`config.mk`:
```
export PLATFORM = sky130hd
export DESIGN_NAME = intx_gate
export DESIGN_NICKNAME = d
export VERILOG_FILES = /design/src/rtl/intx_pkg.sv /design/src/rtl/intx_permit.sv /design/src/rtl/intx_fsm.sv /design/src/rtl/intx_drive.sv /design/src/rtl/intx_gate.sv
export SDC_FILE = /design/constraint.sdc
export NUM_CORES = 1
export LEC_CHECK = 0
export ABC_AREA = 0
export BUFFER_PORTS_ARGS = -buffer_cell sky130_fd_sc_hd__buf_2
export CELL_PAD_IN_SITES_DETAIL_PLACEMENT = 0
export CELL_PAD_IN_SITES_GLOBAL_PLACEMENT = 1
export CORE_AREA = 2 2 39 41
export CTS_CLUSTER_SIZE = 10
export DETAILED_ROUTE_END_ITERATION = 7
export DIE_AREA = 0 0 41 43
export HOLD_SLACK_MARGIN = 0.12
export MAX_ROUTING_LAYER = met4
export PLACE_DENSITY = 0.57
export SLEW_MARGIN = 30
export SYNTH_ARGS = -nofsm -noshare
export SYNTH_HDL_FRONTEND = slang
export SYNTH_SLANG_ARGS = --single-unit
export TNS_END_PERCENT = 30
```
`constraint.sdc`:
```
create_clock -name clk -period 1.45 [get_ports clk]
set_clock_uncertainty 0.2 [all_clocks]
set_input_delay 0.29 -clock clk [delete_from_list [all_inputs] [get_ports clk]]
set_output_delay 0.29 -clock clk [all_outputs]
set_load 0.02 [all_outputs]
```
`src/rtl/intx_pkg.sv`:
```
package intx_pkg;

  typedef enum logic [1:0] {
    ST_IDLE     = 2'd0,
    ST_ASSERTED = 2'd1,
    ST_PENDING  = 2'd2
  } intx_st_e;

  // Line may be raised only with legacy interrupts enabled and no message mode on.
  function automatic logic permit_f(input logic intx_off, input logic msi, input logic msix);
    return !intx_off && !msi && !msix;
  endfunction

  // Next state; a release event outranks a request event.
  function automatic intx_st_e next_f(input intx_st_e cur, input logic set_ev,
                                      input logic clr_ev, input logic ok);
    intx_st_e nx;
    if (clr_ev) begin
      nx = ST_IDLE;
    end else begin
      unique case (cur)
        ST_IDLE:     nx = set_ev ? (ok ? ST_ASSERTED : ST_PENDING) : ST_IDLE;
        ST_ASSERTED: nx = ok ? ST_ASSERTED : ST_PENDING;
        ST_PENDING:  nx = ok ? ST_ASSERTED : ST_PENDING;
        default:     nx = ST_IDLE;
      endcase
    end
    return nx;
  endfunction

endpackage

```
`src/rtl/intx_permit.sv`:
```
module intx_permit #(
  parameter int PIN_W = 8
) (
  input  logic             cmd_intx_off,
  input  logic             msi_en,
  input  logic             msix_en,
  input  logic [PIN_W-1:0] int_pin,
  output logic             permit,
  output logic             pin_ok
);
  import intx_pkg::*;

  always_comb begin
    permit = permit_f(cmd_intx_off, msi_en, msix_en);
    pin_ok = |int_pin;
  end
endmodule

```
`src/rtl/intx_fsm.sv`:
```
module intx_fsm (
  input  logic               clk,
  input  logic               rst_n,
  input  logic               set_ev,
  input  logic               clr_ev,
  input  logic               permit,
  input  logic               pin_ok,
  output intx_pkg::intx_st_e st,
  output logic               req_next
);
  import intx_pkg::*;

  intx_st_e st_nx;

  always_comb begin
    if (!pin_ok) st_nx = ST_IDLE;
    else         st_nx = next_f(st, set_ev, clr_ev, permit);
    req_next = (st_nx == ST_ASSERTED);
  end

  always_ff @(posedge clk) begin
    if (!rst_n) st <= ST_IDLE;
    else        st <= st_nx;
  end
endmodule

```
`src/rtl/intx_drive.sv`:
```
module intx_drive #(
  parameter int NUM_OUT = 2
) (
  input  logic               clk,
  input  logic               rst_n,
  input  logic               req_next,
  output logic [NUM_OUT-1:0] line_q
);
  for (genvar i = 0; i < NUM_OUT; i++) begin : g_out
    always_ff @(posedge clk) begin
      if (!rst_n) line_q[i] <= 1'b0;
      else        line_q[i] <= req_next;
    end
  end
endmodule

```
`src/rtl/intx_gate.sv`:
```
module intx_gate #(
  parameter int PIN_W = 8
) (
  input  logic             clk,
  input  logic             rst_n,
  input  logic             dev_irq_set,
  input  logic             dev_irq_clr,
  input  logic             cmd_intx_off,
  input  logic             msi_en,
  input  logic             msix_en,
  input  logic [PIN_W-1:0] int_pin,
  output logic             apic_req,
  output logic             link_req
);
  import intx_pkg::*;

  localparam int NUM_OUT = 2;
  localparam int OUT_APIC = 0;
  localparam int OUT_LINK = 1;

  logic               permit_w;
  logic               pin_ok_w;
  logic               req_next_w;
  intx_st_e           fsm_st;
  logic [NUM_OUT-1:0] lines;

  intx_permit #(.PIN_W(PIN_W)) u_permit (
    .cmd_intx_off(cmd_intx_off),
    .msi_en      (msi_en),
    .msix_en     (msix_en),
    .int_pin     (int_pin),
    .permit      (permit_w),
    .pin_ok      (pin_ok_w)
  );

  intx_fsm u_fsm (
    .clk     (clk),
    .rst_n   (rst_n),
    .set_ev  (dev_irq_set),
    .clr_ev  (dev_irq_clr),
    .permit  (permit_w),
    .pin_ok  (pin_ok_w),
    .st      (fsm_st),
    .req_next(req_next_w)
  );

  intx_drive #(.NUM_OUT(NUM_OUT)) u_drive (
    .clk     (clk),
    .rst_n   (rst_n),
    .req_next(req_next_w),
    .line_q  (lines)
  );

  assign apic_req = lines[OUT_APIC];
  assign link_req = lines[OUT_LINK];
endmodule

```
* Yosys cells after proc, flatten, opt, wreduce, memory -nomap -nowiden *
Cells that the tools add are included.

word-level totals
  register bits = 3
  output and inout bits = 2

cells by class
  eq/ne operators = 3
  mux-type cells = 5
  reductions and logical operators = 8

operators by type and width
  cell                                                 count
  two-way mux 2 bit                                    4
  OR reduction 8 bit                                   1
  equality test 2 x 1 -> 1 bit, second input constant  2
  one-hot mux 2 bit (2 select lines)                   1
  logical NOT 1 bit                                    3
  equality test 2 bit, second input constant           1
  logical AND 1 bit                                    2
  logical NOT 2 bit                                    1
  OR reduction 2 bit                                   1

* Logic depth before layout (Yosys ltp) *
Gate-level depths: netlist (run 1).

  word-level depth = 9
  mapped depth = 5

* By module *
A second synthesis (run 1) with hierarchy kept.

unflattened totals
  cell total of the unflattened synthesis = 19
  area total of the unflattened synthesis = 176.4 um2

modules (own cells, without submodules)
  module       instances  cells an instance  area an instance (um2)
  intx_fsm     1          12                 121.4
  intx_drive   1          3                  33.8
  intx_permit  1          4                  21.3

* Worst setup path after synthesis (run 1) *
OpenSTA, ideal clock, no wires.

  path type = flip-flop to flip-flop
  start point = reg u_fsm.st[0]
  end point = reg u_drive.line_q[1]
  setup time = 0.080 ns
  arrival time = 1.278 ns
  required time = 1.170 ns
  slack = -0.108 ns
  stages on the path, launching flop included = 6
  path through = dfxtp_1 inv_1 ha_1 a21oi_1 or4b_4 nor3b_1

on the way
  cells in the longest elaborated chain, start to end = 6
  elaborated cells on any way between the ends = 8
  classes of those cells = eq/ne: 3; mux: 3; reduce/logical: 2

ends and longest elaborated chain
  item                                                                 line              RTL
  start: declaration                                                   intx_fsm.sv:8     output intx_pkg::intx_st_e st,
  start signal: assignment                                             intx_fsm.sv:23    else st <= st_nx;
  equality test 2 x 1 -> 1 bit or equality test 2 bit (tied branches)  intx_pkg.sv:21    unique case (cur)
  OR reduction 2 bit (no source line)                                  n/a
  one-hot mux 2 bit (2 select lines) (*)                               intx_pkg.sv:21
  two-way mux 2 bit (*)                                                intx_pkg.sv:18    if (clr_ev) begin
  two-way mux 2 bit (*)                                                intx_fsm.sv:16    if (!pin_ok) st_nx = ST_IDLE;
  equality test 2 x 1 -> 1 bit (*)                                     intx_fsm.sv:18    req_next = (st_nx == ST_ASSERTED);
  end signal: indexed assignment                                       intx_drive.sv:12  else line_q[i] <= req_next;
  end: declaration                                                     intx_drive.sv:7   output logic [NUM_OUT-1:0] line_q

Every way passes the cells marked *; elsewhere a longest branch is shown, timed or not.
A chain may end at the register's enable or synchronous reset.

* Worst setup path after layout (run 1) *
  start point = reg u_fsm.st[0]
  end point = reg u_fsm.st[0]

on the way
  cells in the longest elaborated chain, start to end = 5
  elaborated cells on any way between the ends = 7
  classes of those cells = eq/ne: 2; mux: 3; reduce/logical: 2

ends and longest elaborated chain
  item                                                                 line
  equality test 2 x 1 -> 1 bit or equality test 2 bit (tied branches)  intx_pkg.sv:21
  OR reduction 2 bit (no source line)                                  n/a
  one-hot mux 2 bit (2 select lines) (*)                               intx_pkg.sv:21
  two-way mux 2 bit (*)                                                intx_pkg.sv:18
  two-way mux 2 bit (*)                                                intx_fsm.sv:16

Marked as above.

==> results of run 1 <==
-- area by class of cell --
| class | count | area (um2) | share of cell area, % |
|---|---|---|---|
| inverter | 2 | 7.51 | 2.33 |
| multi-input combinational | 11 | 119 | 36.8 |
| clock buffer | 4 | 26.3 | 8.14 |
| sequential | 3 | 62.6 | 19.4 |
| timing repair buffer | 17 | 87.6 | 27.1 |
| tap | 16 | 20.0 | 6.20 |
-- cell families after synthesis --
group	count (synthesis)	synth area share, %
buffers and inverters	3	9.23
adder cells (fa/ha/maj)	2	15.4
AND/OR/NAND/NOR	8	35.4
flip-flops	3	36.9
AO/OA/AOI/OAI	1	3.07
-- cell usage after synthesis (all sizes together) --
library cell / n / area share, %
a21oi: 1 / 3.1
buf: 1 / 4.6
dfxtp: 3 / 37
ha: 2 / 15
inv: 2 / 4.6
nor2: 1 / 2.3
nor3: 2 / 6.2
nor3b: 2 / 9.2
or4: 2 / 9.2
or4b: 1 / 8.5
-- critical path, cell delays in order, from the launching register on --
cell and delay [ps]:
dfxtp_2 330, inv_2 40, ha_4 260, a21oi_2 30, or4b_4 540, nor3b_2 180
-- per-stage QoR --
stage,power [W],util (%)
final,0.000271,23.3
after global placement,0.000118,19.2
after global routing,0.000286,23.3
after floorplan,0.0000991,-
after detailed placement,0.000118,19.2
after CTS,0.000271,21.5
-- power breakdown --
group | switching, W | total (W) | internal, W
registers | 0.00000120 | 0.0000867 | 0.0000855
logic | 0.0000135 | 0.0000385 | 0.0000250
clock network | 0.0000431 | 0.000146 | 0.000103
total | 0.0000578 | 0.000271 | 0.000214
-- path summary, 6_finish.rpt --
| kind | from | cells after the start | to | slack [ps] |
|---|---|---|---|---|
| setup / recovery | u_fsm.st[0] | 5 | u_fsm.st[0] | -190 |
| hold / removal | dev_irq_clr | 3 | u_fsm.st[1] | 150 |
| setup reg to reg | u_fsm.st[0] | 5 | u_fsm.st[0] | -190 |
| hold reg to reg | u_fsm.st[0] | 3 | u_fsm.st[1] | 490 |
-- state kept, by name, indices dropped and copies added, names as in the netlist --
signal / flops
u_drive.line_q: 1
u_fsm.st: 2
-- repair_timing --
| item | CTS | global route |
|---|---|---|
| endpoints found under the setup margin | 3 | 3 |
| setup buffers | 0 | 1 |
| pin swaps | 0 | 3 |
| gates resized for setup | 2 | 5 |
-- layer usage --
metal  part of all wire, %  GRT usage, %  vias up
li1                      -             -       99
met1                    39          4.49       78
met2                    36          4.38       19
met3                    20          6.28        2
met4                   4.1          8.00        0
met5                     0             -        -
==> results.tsv, run 1 <==
stage	metric	value	unit
status	status	finished with violations	
status	failing checks	setup timing	
cells_and_area	# nets final	55	
sta	Fin. Hold Viols	0	
clock_tree	Num CTS Buffers	3	
critical_path	WP data arrival	1600	ps
cells_and_area	# diodes	0	
floorplanning	die area	1760	um2
grt	antenna violations before repair	0	
floorplanning	initial core utilization	11.8	%
sta	Slew @ Worst Pin	374	ps
critical_path	WS Path Type	flop to flop	
cells_and_area	most frequent cells in the layout	buf_2 (16), clkbuf_4 (3)	
pwr	maximum vdd drop	0.285	mV
placement	placed cells	48	
sta	post-route setup slack	-194	ps
floorplanning	I/O Pins	17	
floorplanning	row cnt	14	
drt	Wirelength per Cell	8.25	um
pwr	Static Leakage	0.152	nW
sta	unrepaired setup endpoints after global routing	yes	
floorplanning	Die H	43	um
placement	GPL Wtd Cong	0.644	
synthesis	syn_area_per_cell	9.57	um2
cells_and_area	Area growth syn-to-layout	98.5	%
sta	worst hold margin	149	ps
cells_and_area	commonest non-fill, non-tap cell in the layout	buf_2	
placement	total placed instance area	265	um2
drt	post-route ant nets	0	
drt	drt initial violations	2	
clock_tree	worst skew pair latency	230	ps
critical_path	crit-path max FO	3	
sta	final setup TNS	-509	ps
cells_and_area	post-route cell area	323	um2
drt	Routed WL	437	um
hold_path	Worst Hold Class	primary input to flop	
floorplanning	die width	41	um
grt	vias in the first global route	133	
sta	Final setup viols	3	
sta	Max Freq	608	MHz
placement	pre-CTS WS	-177	ps
clock_tree	CTS Hold Bufs	0	
drt	detail-routed via count per cell	3.74	
synthesis	synthesis-stage register bit count	3	
synthesis	Post-Syn Instances	17	
critical_path	startpoint types	flop	
synthesis	synthesized cell area	163	um2
synthesis	Mapped Nets	34	
sta	minimum clock period	1640	ps
grt	grt ovf	0	
grt	global-route wire length before repair	455	um
drt	TritonRoute pass-1 iters	2	
sta	max-slew violation count	0	
grt	total global routing track utilization	5.34	%
pwr	ratio of total power to cell area	841	nW/um2
clock_tree	Clock Tree Buf Depth	2	
grt	maximum number of pins on one net before global-route repair	4	
clock_tree	Clock Pin Slew Worst Setup and Hold Paths	40	ps
placement	port bufs	16	
clock_tree	H-tree Lvls	1	
job	Max Cap Violations	0	
clock_tree	CTS tree	done	
clock_tree	root buffer cell	clkbuf_4	
critical_path	crit end category	flop	
floorplanning	core area	1380	um2
cells_and_area	Post-Layout Cell Count	53	
critical_path	CP required	1410	ps
drt	DRC violations left	0	
synthesis	sequential share of the synthesized area	36.9	%
drt	Vias	198	
clock_tree	Sinks on Clock Net	3	
synthesis	Synth cell types	10	
sta	final period utilization	113	%
cells_and_area	final-layout fill cell count	157	
synthesis	YS warnings	0	
sta	Slew HR	74.8	%
cells_and_area	fraction of layout cells with a size suffix above 1	81.1	%
No activity file was read; power rests on OpenSTA's default activity.
==> run 2: changes to the inputs <==
PLACE_DENSITY = 0.58   (was 0.57)
SYNTH_HIERARCHICAL = 1   (was not set)
==> run 2 against run 1 <==
The flow now finishes without violations. Worst setup slack better by 320 ps. Clock power down 3%. Sequential share of layout area decreased by 0.18 points. Largest power group unchanged.
==> results.tsv, run 2 <==
stage	metric	value	unit
job	Max Cap Violations	0	
synthesis	top-count cell post-synth	dfxtp_1	
synthesis	YS warnings	6	
cells_and_area	Post-Layout Cell Count	56	
drt	Wirelength per Cell	8.89	um
critical_path	crit-path max FO	2	
synthesis	sequential share of the synthesized area	34.0	%
sta	Slew HR	82.8	%
clock_tree	root buffer cell	clkbuf_4	
placement	GPL Wtd Cong	0.672	
critical_path	WS Path Type	flop to flop	
sta	post-route setup slack	125	ps
clock_tree	Num CTS Buffers	3	
sta	unrepaired setup endpoints after global routing	no	
sta	final period utilization	91.4	%
cells_and_area	# diodes	0	
cells_and_area	biggest regs	u_fsm/st: 2 flops, u_drive/line_q: 1 flops	
floorplanning	die width	41	um
status	status	finished clean	
pwr	Net Sw Frac	20.7	%
pwr	maximum vdd drop	0.230	mV
synthesis	synthesized cell area	176	um2
clock_tree	postcts setup bufs	0	
pwr	Clk network pwr share	52.8	%
critical_path	WP data arrival	1230	ps
synthesis	EDFF count, synth	0	
synthesis	Async SR Flop Fraction	0	%
sta	minimum clock period	1320	ps
hold_path	Worst Hold Class	primary input to flop	
floorplanning	row cnt	14	
synthesis	Yosys top cell by area	dfxtp_1	
cells_and_area	multi-input logic area	101	um2
grt	total global routing track utilization	7.50	%
synthesis	Post-Syn Instances	19	
critical_path	startpoint types	flop	
cells_and_area	final-layout fill cell count	158	
drt	Routed WL	498	um
sta	Max Freq	755	MHz
clock_tree	H-tree Lvls	1	
synthesis	largest cells by area after synthesis	dfxtp_1 (34%), ha_1 (14%), nand4bb_1 (13%)	
floorplanning	die area	1760	um2
floorplanning	I/O Pins	17	
cells_and_area	fraction of layout cells with a size suffix above 1	52.5	%
critical_path	kind of cell adding the most delay to the critical path	flip-flops	
critical_path	CP required	1360	ps
synthesis	synthesis-stage register bit count	3	
pwr	P_int	0.000213	W
clock_tree	worst skew pair latency	230	ps
critical_path	Largest stage delay, worst path	320	ps
synthesis	Main synth FF type	dfxtp_1	
sta	Fin. Hold Viols	0	
sta	max-slew violation count	0	
clock_tree	CTS tree	done	
critical_path	crit end category	flop	
pwr	share of power burned in registers	32.1	%
drt	detail-routed via count per cell	3.64	
pwr	ratio of total power to cell area	857	nW/um2
critical_path	CP Cell Sequence	inv_1, ha_1, a21oi_1, buf_4, nor3_1	
clock_tree	Clock Tree Buf Depth	2	
drt	TritonRoute pass-1 iters	3	
pwr	Design Power	0.000268	W
cells_and_area	Area growth syn-to-layout	77.3	%
clock_tree	Clock Pin Slew Worst Setup and Hold Paths	40	ps
drt	post-route ant nets	0	
grt	global-route wire length before repair	786	um
pwr	Logic pwr share	15.0	%
synthesis	Mapped Nets	36	
floorplanning	Die H	43	um
cells_and_area	register area	60.1	um2
synthesis	syn_area_per_cell	9.29	um2
floorplanning	initial core utilization	12.7	%
placement	placed cells	51	
clock_tree	Sinks on Clock Net	3	
sta	final setup TNS	0	ps
drt	DRC violations left	0	
grt	grt ovf	0	
floorplanning	core area	1380	um2
grt	antenna violations before repair	0	
synthesis	area share of the largest cell type after synthesis	34.0	%
pwr	Static Leakage	0.150	nW
cells_and_area	Largest Register	u_fsm/st	
sta	Slew @ Worst Pin	255	ps
grt	maximum number of pins on one net before global-route repair	4	
cells_and_area	# nets final	58	
drt	Vias	204	
cells_and_area	most frequent cells in the layout	buf_2 (16), clkbuf_4 (3), dfxtp_1 (3)	
critical_path	Worst Path Buf+Inv	2	
synthesis	Synth cell types	12	
placement	pre-CTS WS	25.8	ps
critical_path	CP max-delay cell	dfxtp_1	
cells_and_area	commonest non-fill, non-tap cell in the layout	buf_2	
placement	port bufs	16	
cells_and_area	max reg flops	2	
sta	Final setup viols	0	
grt	vias in the first global route	206	
drt	drt initial violations	1	
pwr	Psw	0.0000554	W
==> run 2: changes by cell type after synthesis, sizes merged <==
cell     delta
nor3b       -1
nand2       +1
nand4bb     +2
or4b        -1
and2        +1
or4         -2
nor4        +2
==> run 2: cell families (layout without fill, tap and decap cells) <==
kind of cell	after synthesis	in the layout	share of synthesized area, %
buffers and inverters	3	24	8.51
DFF	3	3	34.0
AOI/OAI and AO/OA	1	1	2.83
and+or+nand+nor	10	10	40.4
adders and majority gates	2	2	14.2
==> run 2: repair_timing <==
action | in CTS | in global routing
endpoints found under the hold margin | 1 | 0
hold buffers | 1 | 0
resized for setup | 0 | 0
==> run 2: area by class of cell <==
class,count,area share (%)
multi-input combinational,13,32.4
sequential,3,19.2
timing repair buffer,18,31.2
inverter,2,2.40
clock buffer,4,8.40
tap,16,6.40
==> run 2: power by group through the flow <==
| stage | combinational [W] | sequential, W | clock, W |
|---|---|---|---|
| final | 0.0000403 | 0.0000862 | 0.000142 |
| after global routing | 0.0000451 | 0.0000862 | 0.000159 |
| after CTS | 0.0000402 | 0.0000861 | 0.000150 |
| after detailed placement | 0.0000381 | 0.0000874 | 0 |
| after global placement | 0.0000384 | 0.0000873 | 0 |
| after floorplan | 0.0000118 | 0.0000876 | 0 |
==> run 2: worst paths after layout <==
check                    from           to  slack [ps]  depth (start not counted)
setup / recovery  u_fsm/st[0]  u_fsm/st[1]         130                          5
hold / removal    dev_irq_clr  u_fsm/st[1]         160                          3
hold reg to reg   u_fsm/st[1]  u_fsm/st[1]         500                          3
setup reg to reg  u_fsm/st[0]  u_fsm/st[1]         130                          5
==> run 2: through the flow <==
step           instance area [um2]  utilization, %  hold slack (ps)
5_1_grt                        313            22.6              152
3_3_place_gp                   277            20.0              332
2_1_floorplan                  176               -              217
3_5_place_dp                   277            20.0              337
6_report                       313            22.6              155
4_1_cts                        313            22.6              138
==> run 2: worst register-to-register path, stage by stage (launching register included) <==
cell     delay [ps]
dfxtp_1         320
inv_1            50
ha_1            280
a21oi_1         160
buf_4           150
nor3_1           40
==> run 2: metal layers <==
metal	wire, um	track usage (%)
met1	274	10.6
met2	133	6.56
met3	89	6.81
met4	0	4.00
met5	0	-
==> run 3: changes to the inputs <==
BUFFER_PORTS_ARGS = not set   (was -buffer_cell sky130_fd_sc_hd__buf_2)
CORE_AREA = 5 5 42 44   (was 2 2 39 41)
DIE_AREA = 0 0 47 49   (was 0 0 41 43)
DONT_BUFFER_PORTS = 1   (was not set)
PLACE_DENSITY = 0.41   (was 0.58)
==> run 3 against run 2 <==
Sequential share of layout area increased by 5.5 points. First-iteration DRC count rose to 5.0 times the previous value. Clock power grew 6%. Critical path depth is the same. Highest routed layer unchanged. Core utilization down 5.3 points. Non-clock buffer count is 15 lower. Clock-buffer cell count stayed put. Sequential cell count is the same. Hold slack worse by 43 ps. Global-route usage fell by 2.7 points. Die area increased by 31%.
==> results.tsv, run 3 (synthesis gave the netlist of run 2 again) <==
stage	metric	value	unit
status	status	finished clean	
drt	TritonRoute pass-1 iters	2	
clock_tree	Clock Tree Buf Depth	2	
sta	unrepaired setup endpoints after global routing	no	
critical_path	WP data arrival	1270	ps
grt	total global routing track utilization	4.83	%
floorplanning	Die H	49	um
cells_and_area	final-layout fill cell count	167	
placement	port bufs	0	
sta	Fin. Hold Viols	0	
drt	detail-routed via count per cell	4.07	
cells_and_area	Largest Register	u_fsm/st	
pwr	Static Leakage	0.0877	nW
placement	HPWL after DPL	373	um
placement	total placed instance area	196	um2
floorplanning	row cnt	14	
drt	Wirelength per Cell	11.1	um
job	Max Cap Violations	0	
grt	maximum number of pins on one net before global-route repair	4	
floorplanning	die area	2300	um2
clock_tree	Resized cells post-CTS	0	
cells_and_area	# nets final	43	
hold_path	Worst Hold Class	primary input to flop	
sta	Slew @ Worst Pin	396	ps
drt	DRC violations left	0	
clock_tree	Clock Pin Slew Worst Setup and Hold Paths	40	ps
pwr	maximum vdd drop	0.478	mV
cells_and_area	# diodes	0	
critical_path	CP required	1380	ps
grt	grt ovf	0	
clock_tree	postcts setup bufs	0	
floorplanning	die width	47	um
floorplanning	I/O Pins	17	
sta	minimum clock period	1340	ps
drt	post-route ant nets	0	
critical_path	crit end category	flop	
cells_and_area	most frequent cells in the layout	clkbuf_4 (3), dfxtp_1 (3)	
grt	vias in the first global route	175	
critical_path	WS Path Type	flop to flop	
critical_path	startpoint types	flop	
sta	Max Freq	745	MHz
sta	Final setup viols	0	
drt	Vias	167	
clock_tree	Sinks on Clock Net	3	
cells_and_area	biggest regs	u_fsm/st: 2 flops, u_drive/line_q: 1 flops	
cells_and_area	Area growth syn-to-layout	37.6	%
clock_tree	root buffer cell	clkbuf_4	
sta	max-slew violation count	0	
cells_and_area	post-route cell area	243	um2
sta	final setup TNS	0	ps
floorplanning	initial core utilization	12.6	%
sta	Slew HR	73.6	%
pwr	ratio of total power to cell area	1060	nW/um2
grt	antenna violations before repair	0	
sta	final period utilization	92.6	%
clock_tree	worst skew pair latency	230	ps
grt	global-route wire length before repair	662	um
placement	GPL Wtd Cong	0.557	
cells_and_area	max reg flops	2	
clock_tree	Num CTS Buffers	3	
clock_tree	H-tree Lvls	1	
cells_and_area	fraction of layout cells with a size suffix above 1	20.0	%
drt	drt initial violations	5	
drt	Routed WL	457	um
clock_tree	CTS tree	done	
critical_path	crit-path max FO	2	
floorplanning	core area	1400	um2
[run 3: power breakdown]
part	leakage [nW]	total (W)	switching, W	internal, W
clock	0.0150	0.000150	0.0000462	0.000103
combinational	0.0484	0.0000217	0.00000872	0.0000130
sequential	0.0243	0.0000870	0.00000197	0.0000851
[run 3: worst paths after layout]
kind,cells after the start,slack (ps),end,from
worst min-delay path,2,110,u_fsm/st[1],msix_en
worst max register to register,5,110,u_drive/line_q[0],u_fsm/st[0]
worst max-delay path,5,110,u_drive/line_q[0],u_fsm/st[0]
worst min register to register,3,490,u_fsm/st[1],u_fsm/st[0]
[run 3: area by class of cell]
type	instances	area [um2]	share of cell area (%)
Clock buffer	4	26.3	10.8
Sequential cell	3	60.1	24.7
Inverter	2	7.51	3.09
Timing Repair Buffer	3	27.5	11.3
Tap cell	16	20.0	8.25
Multi-Input combinational cell	13	101	41.8
[run 3: worst max-delay path, cell delays in order (launching register included)]
cell and delay, ps:
dfxtp_1 320, inv_1 50, ha_1 280, a21oi_1 180, nor2_1 80, and2_1 130
[run 3: what timing repair did]
action                                  4_1_cts  5_1_grt
hold buffers                                  3        0
endpoints found under the setup margin        0        2
endpoints found under the hold margin         3        0
[run 3: routing by layer]
layer / up-vias / GRT usage (%) / share of wire (%)
met2: 19 / 4.52 / 40
met1: 69 / 4.61 / 40
met4: 0 / 5.53 / 0
met3: 0 / 5.17 / 21
li1: 79 / - / -
met5: - / - / 0
[run 3: metrics by stage]
step | setup slack [ps] | instances | util (%) | power (W) | hold slack, ps
floorplan | 119 | 19 | - | 0.0000994 | 217
global placement | 140 | 35 | 14.0 | 0.000104 | 236
detailed placement | 115 | 35 | 14.0 | 0.000105 | 222
CTS | 26.8 | 42 | 18.0 | 0.000270 | 148
global route | 21.4 | 41 | 17.3 | 0.000284 | 128
finish | 107 | 41 | 17.3 | 0.000258 | 112
